<file path="src/rtl/rtcreg_pkg.sv">
package rtcreg_pkg;
  localparam int DATA_W = 8;

  // fixed special register indices (software decodes these)
  localparam int IDX_CTRL_A = 10;
  localparam int IDX_CTRL_B = 11;
  localparam int IDX_FLAGS  = 12;
  localparam int IDX_VALID  = 13;

  // bit positions shared by flag and enable registers
  localparam int BIT_SUM  = 7;
  localparam int BIT_PER  = 6;
  localparam int BIT_ALM  = 5;
  localparam int BIT_UPD  = 4;
  localparam int BIT_SET  = 7;
  localparam int BIT_SQW  = 3;

  localparam logic [DATA_W-1:0] RST_CTRL_A = 8'h26;
  localparam logic [DATA_W-1:0] RST_CTRL_B = 8'h02;
  localparam logic [DATA_W-1:0] VALID_VAL  = 8'h80;
  localparam logic [DATA_W-1:0] SOFT_CLR_B =
    (8'h1 << BIT_PER) | (8'h1 << BIT_ALM) | (8'h1 << BIT_SQW);

  typedef struct packed {
    logic wrA;
    logic wrB;
    logic wrPlain;
    logic rdFlags;
  } strobe_t;
endpackage

</file>
<file path="src/rtl/rtcreg_ctrl.sv">
module rtcreg_ctrl
  import rtcreg_pkg::*;
#(
  parameter int IDX_W = 7
) (
  input  logic              clk,
  input  logic              rstN,
  input  logic              busSel,
  input  logic              wrEn,
  input  logic              rdEn,
  input  logic [DATA_W-1:0] wrData,
  output strobe_t           strobe,
  output logic [IDX_W-1:0]  curIdx
);
  localparam logic [IDX_W-1:0] IA = IDX_W'(IDX_CTRL_A);
  localparam logic [IDX_W-1:0] IB = IDX_W'(IDX_CTRL_B);
  localparam logic [IDX_W-1:0] IC = IDX_W'(IDX_FLAGS);
  localparam logic [IDX_W-1:0] ID = IDX_W'(IDX_VALID);

  logic dataWr;
  logic isSpecial;

  always_ff @(posedge clk or negedge rstN) begin
    if (!rstN)
      curIdx <= '0;
    else if (wrEn && !busSel)
      curIdx <= wrData[IDX_W-1:0];
  end

  always_comb begin
    dataWr         = wrEn && busSel;
    isSpecial      = (curIdx == IA) || (curIdx == IB) ||
                     (curIdx == IC) || (curIdx == ID);
    strobe.wrA     = dataWr && (curIdx == IA);
    strobe.wrB     = dataWr && (curIdx == IB);
    strobe.wrPlain = dataWr && !isSpecial;
    strobe.rdFlags = rdEn && busSel && (curIdx == IC);
  end
endmodule

</file>
<file path="src/rtl/rtcreg_datapath.sv">
module rtcreg_datapath
  import rtcreg_pkg::*;
#(
  parameter int IDX_W = 7
) (
  input  logic              clk,
  input  logic              rstN,
  input  logic              softRst,
  input  strobe_t           strobe,
  input  logic [IDX_W-1:0]  curIdx,
  input  logic              busSel,
  input  logic [DATA_W-1:0] wrData,
  input  logic              periodicEvt,
  input  logic              alarmEvt,
  input  logic              updateEvt,
  input  logic              busySet,
  output logic [DATA_W-1:0] rdData,
  output logic              irqOut
);
  localparam int DEPTH = 1 << IDX_W;

  logic [DATA_W-1:0] store [DEPTH];
  logic [6:0]        ctrlA;
  logic              uip;
  logic [DATA_W-1:0] ctrlB;
  logic [3:0]        flags;     // {sum, per, alm, upd}

  logic [DATA_W-1:0] bNext;
  logic [3:0]        flagNext;
  logic              raise;
  logic              newAlm;
  logic              newUpd;
  logic              setWrite;

  // plain storage
  always_ff @(posedge clk) begin
    if (strobe.wrPlain)
      store[curIdx] <= wrData;
  end

  always_comb begin
    setWrite = strobe.wrB && wrData[BIT_SET];
    bNext    = ctrlB;
    if (strobe.wrB) begin
      bNext = wrData;
      if (wrData[BIT_SET])
        bNext[BIT_UPD] = 1'b0;
    end

    flagNext = flags;
    if (strobe.rdFlags)
      flagNext = '0;
    if (strobe.wrB)
      flagNext[3] = |(bNext[BIT_PER:BIT_UPD] & flags[2:0]);

    newAlm = alarmEvt  && !flagNext[1];
    newUpd = updateEvt && !flagNext[0];
    if (periodicEvt) flagNext[2] = 1'b1;
    if (alarmEvt)    flagNext[1] = 1'b1;
    if (updateEvt)   flagNext[0] = 1'b1;
    raise = (periodicEvt && bNext[BIT_PER]) ||
            (newAlm && bNext[BIT_ALM]) ||
            (newUpd && bNext[BIT_UPD]);
    if (raise)
      flagNext[3] = 1'b1;
  end

  always_ff @(posedge clk or negedge rstN) begin
    if (!rstN) begin
      ctrlA <= RST_CTRL_A[6:0];
      uip   <= RST_CTRL_A[7];
      ctrlB <= RST_CTRL_B;
      flags <= '0;
    end else begin
      if (strobe.wrA)
        ctrlA <= wrData[6:0];
      if (setWrite || updateEvt)
        uip <= 1'b0;
      else if (busySet)
        uip <= 1'b1;
      ctrlB <= softRst ? (bNext & ~SOFT_CLR_B) : bNext;
      flags <= softRst ? 4'b0 : flagNext;
    end
  end

  always_comb begin
    if (!busSel)
      rdData = 8'hFF;
    else begin
      unique case (int'(curIdx))
        IDX_CTRL_A: rdData = {uip, ctrlA};
        IDX_CTRL_B: rdData = ctrlB;
        IDX_FLAGS:  rdData = {flags, 4'b0};
        IDX_VALID:  rdData = VALID_VAL;
        default:    rdData = store[curIdx];
      endcase
    end
  end

  assign irqOut = flags[3];
endmodule

</file>
<file path="src/rtl/rtcreg_top.sv">
module rtcreg_top
  import rtcreg_pkg::*;
#(
  parameter int IDX_W = 7
) (
  input  logic       clk,
  input  logic       rstN,
  input  logic       softRst,
  input  logic       busSel,
  input  logic       wrEn,
  input  logic       rdEn,
  input  logic [7:0] wrData,
  output logic [7:0] rdData,
  input  logic       periodicEvt,
  input  logic       alarmEvt,
  input  logic       updateEvt,
  input  logic       busySet,
  output logic       irqOut
);
  strobe_t          strobe;
  logic [IDX_W-1:0] curIdx;

  rtcreg_ctrl #(.IDX_W(IDX_W)) ctrlI (
    .clk(clk), .rstN(rstN), .busSel(busSel), .wrEn(wrEn), .rdEn(rdEn),
    .wrData(wrData), .strobe(strobe), .curIdx(curIdx)
  );

  rtcreg_datapath #(.IDX_W(IDX_W)) dpI (
    .clk(clk), .rstN(rstN), .softRst(softRst), .strobe(strobe),
    .curIdx(curIdx), .busSel(busSel), .wrData(wrData),
    .periodicEvt(periodicEvt), .alarmEvt(alarmEvt), .updateEvt(updateEvt),
    .busySet(busySet), .rdData(rdData), .irqOut(irqOut)
  );
endmodule

</file>
<file path="config.mk">
export PLATFORM = sky130hd
export DESIGN_NAME = rtcreg_top
export DESIGN_NICKNAME = d
export VERILOG_FILES = /design/src/rtl/rtcreg_pkg.sv /design/src/rtl/rtcreg_ctrl.sv /design/src/rtl/rtcreg_datapath.sv /design/src/rtl/rtcreg_top.sv
export SDC_FILE = /design/constraint.sdc
export NUM_CORES = 1
export LEC_CHECK = 0
export BUFFER_PORTS_ARGS = -buffer_cell sky130_fd_sc_hd__buf_2
export CORE_MARGIN = 8
export CORE_UTILIZATION = 35
export CTS_CLUSTER_SIZE = 24
export DETAILED_ROUTE_END_ITERATION = 6
export PLACE_DENSITY = 0.48
export SLEW_MARGIN = 0
export SYNTH_ARGS = -nofsm -noshare
export SYNTH_HDL_FRONTEND = slang
export SYNTH_HIERARCHICAL = 1
export SYNTH_SLANG_ARGS = --single-unit
export TNS_END_PERCENT = 20
</file>
<file path="constraint.sdc">
create_clock -name clk -period 3.5 [get_ports clk]
set_clock_uncertainty 0.2 [all_clocks]
set_input_delay 0.7 -clock clk [delete_from_list [all_inputs] [get_ports clk]]
set_output_delay 0.7 -clock clk [all_outputs]
set_load 0.01 [all_outputs]
</file>
After elaboration in Yosys (flattened, before gate mapping):

Memory sizes are Yosys's and may differ from the RTL's.
Cells that the tools add are included.

* bits in registers: 27
* RAM bits: 1024
* bits of input ports: 18
* output and inout bits: 9
* memories kept: 1

* equal/unequal tests: 4
* multiplexer cells: 16
* bitwise operators: 1
* reduce and logical (&&, ||, !) cells: 28

Memories
* dpI.store: words 128, width 8, rd ports 1, clocked after Yosys merged registers in 0, wr ports 1, RTL line rtcreg_datapath.sv:22 `logic [DATA_W-1:0] store [DEPTH];`

Operators with widths (number)
* $pmux 8 s4: 1
* $eq 7x4->1 const B: 4
* $mux 8: 2
* $logic_and 1x1->1: 13
* $mux 1: 10
* $mux 4: 2
* $mux 7: 1
* $logic_or 1x1->1: 6
* $logic_not 1->1: 4
* $reduce_bool 2->1: 2
* $reduce_bool 4->1: 1
* $and 3x3->3: 1
* $reduce_bool 3->1: 1
* $reduce_or 3->1: 1

Logic depth before layout (Yosys ltp):

Gate-level depths: netlist of run 1.

* word-level depth: 10
* gate-level depth with buffers: 10

Cells and area by module:

Netlist of run 1, hierarchy kept.

Modules (own cells, without submodules)
* rtcreg_datapath: times used 1, cells each 2377, area an instance 40943.0 µm², sequential area each 31255.0 µm²
* rtcreg_ctrl: times used 1, cells each 25, area an instance 334.1 µm², sequential area each 175.2 µm²

Worst setup path after synthesis of run 1:

No wires, ideal clock.

* path type: register to output
* from: reg ctrlI.curIdx[0]
* to: out rdData[0]
* data arrival time: 1.946 ns
* data required time: 2.600 ns
* slack: 0.654 ns
* stages on the path, launching flop included: 10
* buffers on the path: 3
* cell sequence: dfrtp_1 buf_2 buf_2 buf_2 mux2i_1 o22ai_1 o21ai_0 a41oi_1 nor4_1 o221ai_1

* cells in the longest elaborated chain, start to end: 3

RTL lines
* start, declared: RTL line rtcreg_ctrl.sv:13 `output logic [IDX_W-1:0] curIdx`
* start signal, assigned: RTL line rtcreg_ctrl.sv:27 `curIdx <= wrData[IDX_W-1:0];`
* $mem_v2 128x8 or $eq 7x4->1 (tied branches)
* $pmux 8 s4 (*): RTL line rtcreg_datapath.sv:90 `unique case (int'(curIdx))`
* $mux 8 (*): RTL line rtcreg_datapath.sv:87 `if (!busSel)`
* end, declared: RTL line rtcreg_top.sv:13 `output logic [7:0] rdData,`

Mark *: on every way between the ends. The rest lies on a longest branch, timed or not.

Worst setup path in the final report of run 1:

* from: reg ctrlI.curIdx[0]
* to: out rdData[1]

Same word-level chain as after synthesis.

==> results of run 1 <==
## through the flow
step | instances | util | setup slack (ps) | hold slack (ps) | instance area (µm²)
final | 4326 | 0.423 | -939 | 54.0 | 49700
after global routing | 4326 | 0.423 | -1020 | 52.3 | 49700
after CTS | 4325 | 0.422 | -965 | 12.6 | 49600
after detailed placement | 4118 | 0.389 | -612 | 304 | 45700
after global placement | 4118 | 0.389 | -602 | 292 | 45700
after floorplan | 2402 | - | 654 | 204 | 41300
## synthesized netlist by cell type, types with 8 or more instances
master,count
o21ai_1,10
nor4_1,9
edfxtp_1,1024
mux2i_1,519
clkbuf_1,39
o21ai_0,119
a41oi_1,32
nor2b_1,9
buf_2,85
nor2_1,140
o221ai_1,8
buf_4,17
dfrtp_1,23
nand2_1,26
a21oi_1,10
mux2_2,18
o22ai_1,257
## worst reg2reg max path, delay by kind of cell, from the launching register on
family | cells | cell delay (ps)
AOI/OAI and AO/OA | 1 | 240
DFF | 1 | 460
buffers and inverters | 2 | 460
xor gates and xnor gates | 1 | 160
and+or+nand+nor | 3 | 1370
## worst max-delay path by stage
stage                     end  cells past startpoint                         from
floorplan           rdData[0]                      9  ctrlI/curIdx[0]$_DFFE_PN0P_
global placement    rdData[7]                     10  ctrlI/curIdx[2]$_DFFE_PN0P_
detailed placement  rdData[7]                     10  ctrlI/curIdx[2]$_DFFE_PN0P_
CTS                 rdData[0]                     12  ctrlI/curIdx[0]$_DFFE_PN0P_
global route        rdData[5]                     11  ctrlI/curIdx[0]$_DFFE_PN0P_
finish              rdData[1]                     12  ctrlI/curIdx[0]$_DFFE_PN0P_
## metal layers
layer  routed length, µm  vias to the layer above  GRT usage
li1                    -                    10200          -
met1               49100                    11700      0.224
met2               52000                      624      0.269
met3                6430                      166     0.0327
met4                2550                        2     0.0479
met5                   7                        -          0
## cells by family after synthesis
family | synth area share
flops | 0.761
mux | 0.131
compound gates | 0.0665
simple gates | 0.0213
buf+inv | 0.0198
xor+xnor | 0.000212
## power by group through the flow
stage               combinational (µW)  sequential [µW]  clock [µW]
floorplan                         1940            14200           0
global placement                  3880            14200           0
detailed placement                3890            14200           0
CTS                               4060            13900       11800
global route                      4300            13900       12300
finish                            4070            13900       11500
## state kept, by name, indices dropped and copies added, names as in the netlist
name / flops
dpI/uip: 1
ctrlI/curIdx: 7
dpI/ctrlA: 7
dpI/flags: 4
dpI/ctrlB: 8
dpI/store: 1024
## final cells by class
| cell class | instances | area, µm² |
|---|---|---|
| Fill cell | 10400 | 67700 |
| Sequential cell | 1051 | 31400 |
| Multi-Input combinational cell | 1193 | 9360 |
| Timing Repair Buffer | 338 | 3400 |
| Clock buffer | 138 | 2940 |
| Tap cell | 1536 | 1920 |
| Clock inverter | 65 | 636 |
| Inverter | 5 | 18.8 |
## placed cells by master, fill, tap and decap left out, types with 11 or more instances in the layout
cell       count
a41oi_1       20
a41oi_2       11
buf_12        55
buf_2         18
buf_4        248
bufinv_16     12
clkbuf_1      22
clkbuf_16    112
clkinv_1      25
clkinv_2      20
dfrtp_1       21
edfxtp_1    1024
mux2_2        18
mux2i_1      506
mux2i_2       12
nand2_1       25
nor2_1       139
o21ai_0       59
o21ai_1       62
o22ai_1      255
## what timing repair did
action,4_1_cts,5_1_grt
endpoints found under the setup margin,8,8
hold buffers,2,0
gates cloned,2,0
setup buffers,0,1
endpoints found under the hold margin,24,0
pin swaps,6,5
gates resized for setup,84,38
==> flow_summary.ini, run 1 <==
[power_and_ir_drop]
p_per_area_nw_per_um2 = 595
switchingPower_uw = 7140
fin_total_pwr_uw = 29600
p_leak_uw = 0.0171
pwr-share-comb = 0.138
p_seq_frac = 0.471
swShare = 0.242
power_frac_clock = 0.391
max-vdd-ir-drop_mv = 0.423
p_int_uw = 22400

[synthesis]
ys_seq_area_frac = 0.761
syn_avg_cell_area_um2 = 17.2
synthArstFlopShare = 0.0257
yosys.area.top_type = edfxtp_1
synth_area_leaders = edfxtp_1, mux2i_1, o22ai_1
syn_inst = 2402
syn-num-nets = 2420
ys_warn_count = 6
synth-edff-count = 1024
yosys_register_bits = 1051
ys.flop_type = edfxtp_1
synth_area_um2 = 41300
synth_cell_type_count = 38
synth_top_area_frac = 0.745

[global_route]
grt_pass1_wl_um = 160000
grt_max_degree = 87
grt_use_total = 0.165
grt_pass1_vias = 23300
antenna_found_initial = 1
grt_overflow = 0

[run_status]
failed_checks = negative setup slack
status = finished with violations

[job]
maxCapViolCount = 0

[sta]
layout_min_cycle_time_ps = 4440
tightest_slew_ps = 955
layout_worst_path_cycle_share = 1.27
hold_violations = 0
clock.fmax_ghz = 0.225
slew-limit-headroom = 0.361
setup_ws_ps = -939
final_max_slew_viol_count = 0
finalSetupViolCount = 8
rsz0062_at_grt = true
fin_setup_tns_ps = -6990

[floorplan]
rows = 126
start_util = 0.351
die_area_um2 = 129000
die_w_um = 359
io_pins = 27
coreArea_um2 = 117000
die_y_um = 359

[critical_path]
crit_chain = buf_12, buf_4, buf_4, mux2i_1, o22ai_1, o21ai_0, a41oi_1, buf_4, nor4_2, buf_4, o221ai_1, buf_2
cpPeakStageDelay_ps = 480
slowest_stage = dfrtp_4
end_kind = primary output
startpoint_type = register
reg2reg_setup_slack_ps = 250
ff2ff_path_depth = 7
crit_family = buffers and inverters
cp_num_buf_inv = 6
cp_max_fo = 11
critPathKind = reg2out
worst_ep_arrival_time_ps = 3540
crit_path_frequent_cell = buf_4
reg2reg_from = ctrlI/curIdx[2]$_DFFE_PN0P_
r2r-end = dpI/store[61][4]$_DFFE_PP_
critPathRequiredTime_ps = 2600

[worst_hold_path]
hold_depth = 3
min_to = dpI/flags[1]$_DFF_PN0_
hold_path_class = in2reg
holdCritStartpoint = alarmEvt

[drt]
vias_per_cell = 5.26
num_vias = 22800
firstDrtPassIters = 7
drtIter0Drc = 1940
wl_per_cell_um = 25.5
ant_nets = 0
drc_errors = 0
wl_um = 110000

[final_layout]
final_nets = 2716
syn2layout_area_growth_pct = 20.4
drive_above_1_share = 0.204
antenna_cells = 0

[clocking]
cts_buffers = 109
cts.root.buffer_cell = clkbuf_16
cts.sinks = 1051
clk_pin_slew_ps = 60
cts_htree_levels = 3
cts_buffer_depth = 3
cts_tree = built
clk_latency_ps = 690

[placement]
port_buffers = 26
dp_hpwl_um = 69500
place.gp.congestion = 0.807
Note: power is estimated with default switching activity, not from simulation.
==> run 2: changes to the inputs <==
--- a/config.mk
+++ b/config.mk
@@ -6,7 +6,7 @@
 export NUM_CORES = 1
 export LEC_CHECK = 0
 export BUFFER_PORTS_ARGS = -buffer_cell sky130_fd_sc_hd__buf_2
-export CORE_MARGIN = 8
+export CORE_MARGIN = 10
 export CORE_UTILIZATION = 35
 export CTS_CLUSTER_SIZE = 24
 export DETAILED_ROUTE_END_ITERATION = 6
==> flow_summary.ini, run 2 (synthesis results as in run 1) <==
[run_status]
status = finished with violations
failed_checks = negative setup slack

[sta]
fin_setup_tns_ps = -6990
clock.fmax_ghz = 0.227
rsz0062_at_grt = true
layout_min_cycle_time_ps = 4410
finalSetupViolCount = 8
layout_worst_path_cycle_share = 1.26
hold_ws_ps = 60.6
setup_ws_ps = -913
slew-limit-headroom = 0.360
hold_violations = 0
final_max_slew_viol_count = 0
tightest_slew_ps = 956

[critical_path]
crit_family = buffers and inverters
cp_max_fo = 8
crit_chain = buf_12, buf_12, buf_12, buf_12, mux2i_1, o22ai_2, o21ai_1, buf_4, a41oi_2, buf_6, nor4_4, buf_4, o221ai_4, buf_6
crit_path_frequent_cell = buf_12
critPathKind = reg2out
worst_ep_arrival_time_ps = 3510
slowest_stage = dfrtp_4
startpoint_type = register
critPathRequiredTime_ps = 2600
cpPeakStageDelay_ps = 570
end_kind = primary output
cp_num_buf_inv = 8

[clocking]
cts.sinks = 1051
cts_htree_levels = 3
cts_buffers = 110
cts_buffer_depth = 3
clk_latency_ps = 690
clk_pin_slew_ps = 60
cts.root.buffer_cell = clkbuf_16
cts_tree = built

[drt]
wl_um = 109000
num_vias = 22700
drc_errors = 0
firstDrtPassIters = 5
wl_per_cell_um = 25.4
ant_nets = 0
drtIter0Drc = 1998
vias_per_cell = 5.30

[global_route]
grt_pass1_vias = 23400
antenna_found_initial = 4
grt_pass1_wl_um = 159000
grt_util_met2 = 0.268
grt_overflow = 0
busiest_layer = met2
grt_use_total = 0.161
met1_usage = 0.220
met3_usage = 0.0249
grt_max_degree = 95

[placement]
port_buffers = 26
dpl.cell_count = 4062
place.gp.congestion = 0.799
dp_hpwl_um = 68200

[power_and_ir_drop]
switchingPower_uw = 7270
swShare = 0.247
p_per_area_nw_per_um2 = 593
p_leak_uw = 0.0168
p_int_uw = 22200
pwr-share-comb = 0.141
p_seq_frac = 0.474
power_frac_clock = 0.386
max-vdd-ir-drop_mv = 0.449

[floorplan]
io_pins = 27
die_area_um2 = 132000
die_w_um = 363
start_util = 0.354
die_y_um = 363
rows = 125
coreArea_um2 = 117000

[worst_hold_path]
hold_path_class = in2reg

[job]
maxCapViolCount = 0

[final_layout]
final_cells = 4278
syn2layout_area_growth_pct = 20.2
drive_above_1_share = 0.203
layout_commonest_cell = edfxtp_1
top_regs = dpI/store x1024, dpI/ctrlB x8
registers.top_by_ff_count = dpI/store
final_nets = 2678
largest_reg_flops = 1024
layout_common_cells = edfxtp_1, mux2i_1, o22ai_1
==> run 2: per-layer routing <==
metal / part of all wire / vias up
met2: 0.48 / 628
li1: - / 10200
met4: 0.019 / 2
met5: 0.00012 / -
met1: 0.44 / 11700
met3: 0.055 / 139
==> run 2: power by group through the flow <==
| stage | combinational [µW] | sequential [µW] | clock [µW] |
|---|---|---|---|
| 3_3_place_gp | 3780 | 14200 | 0 |
| 5_1_grt | 4360 | 13900 | 12200 |
| 6_report | 4140 | 13900 | 11300 |
| 4_1_cts | 4020 | 13900 | 11600 |
| 2_1_floorplan | 1940 | 14200 | 0 |
| 3_5_place_dp | 3790 | 14200 | 0 |
==> run 2: final timing paths <==
kind | slack [ps] | endpoint | cells past startpoint | start
max | -910 | rdData[0] | 14 | ctrlI/curIdx[0]$_DFFE_PN0P_
min | 60 | dpI/flags[1]$_DFF_PN0_ | 3 | alarmEvt
max reg2reg | 300 | dpI/store[79][4]$_DFFE_PP_ | 7 | ctrlI/curIdx[2]$_DFFE_PN0P_
min reg2reg | 310 | dpI/ctrlB[0]$_DFFE_PN0P_ | 1 | dpI/ctrlB[0]$_DFFE_PN0P_
max in group asynchronous | 2230 | ctrlI/curIdx[0]$_DFFE_PN0P_ | 2 | rstN
min in group asynchronous | 380 | dpI/uip$_DFFE_PN0P_ | 2 | rstN
==> run 2: area by class of cell <==
type	count	area, µm²
Tap cell	1524	1910
Timing Repair Buffer	299	3120
Inverter	5	18.8
Sequential cell	1051	31400
Fill cell	10400	67100
Clock buffer	128	2820
Antenna cell	1	2.50
Multi-Input combinational cell	1193	9610
Clock inverter	77	696
==> run 2: stage by stage <==
step           setup WS (ps)  power, µW  cell area (µm²)   util
2_1_floorplan            654      16100            41300      -
3_3_place_gp            -488      18000            45200  0.387
3_5_place_dp            -537      18000            45200  0.387
4_1_cts                 -944      29600            49200  0.422
5_1_grt                -1020      30500            49600  0.425
6_report                -913      29400            49600  0.425
==> run 2: what timing repair did <==
item / 4_1_cts / 5_1_grt
resized for setup: 104 / 60
cloned: 4 / 2
pin swaps: 11 / 20
endpoints found under the setup margin: 8 / 8
hold buffers: 2 / 0
hold endpoints to repair: 24 / 0
buffers inserted: 2 / 5
==> run 2: worst register-to-register path: stages, from the launching register on <==
cell	delay [ps]
dfrtp_1	450
buf_4	210
xnor2_1	170
o211a_1	200
and2_0	390
nand3_1	180
buf_4	250
nor2_1	760
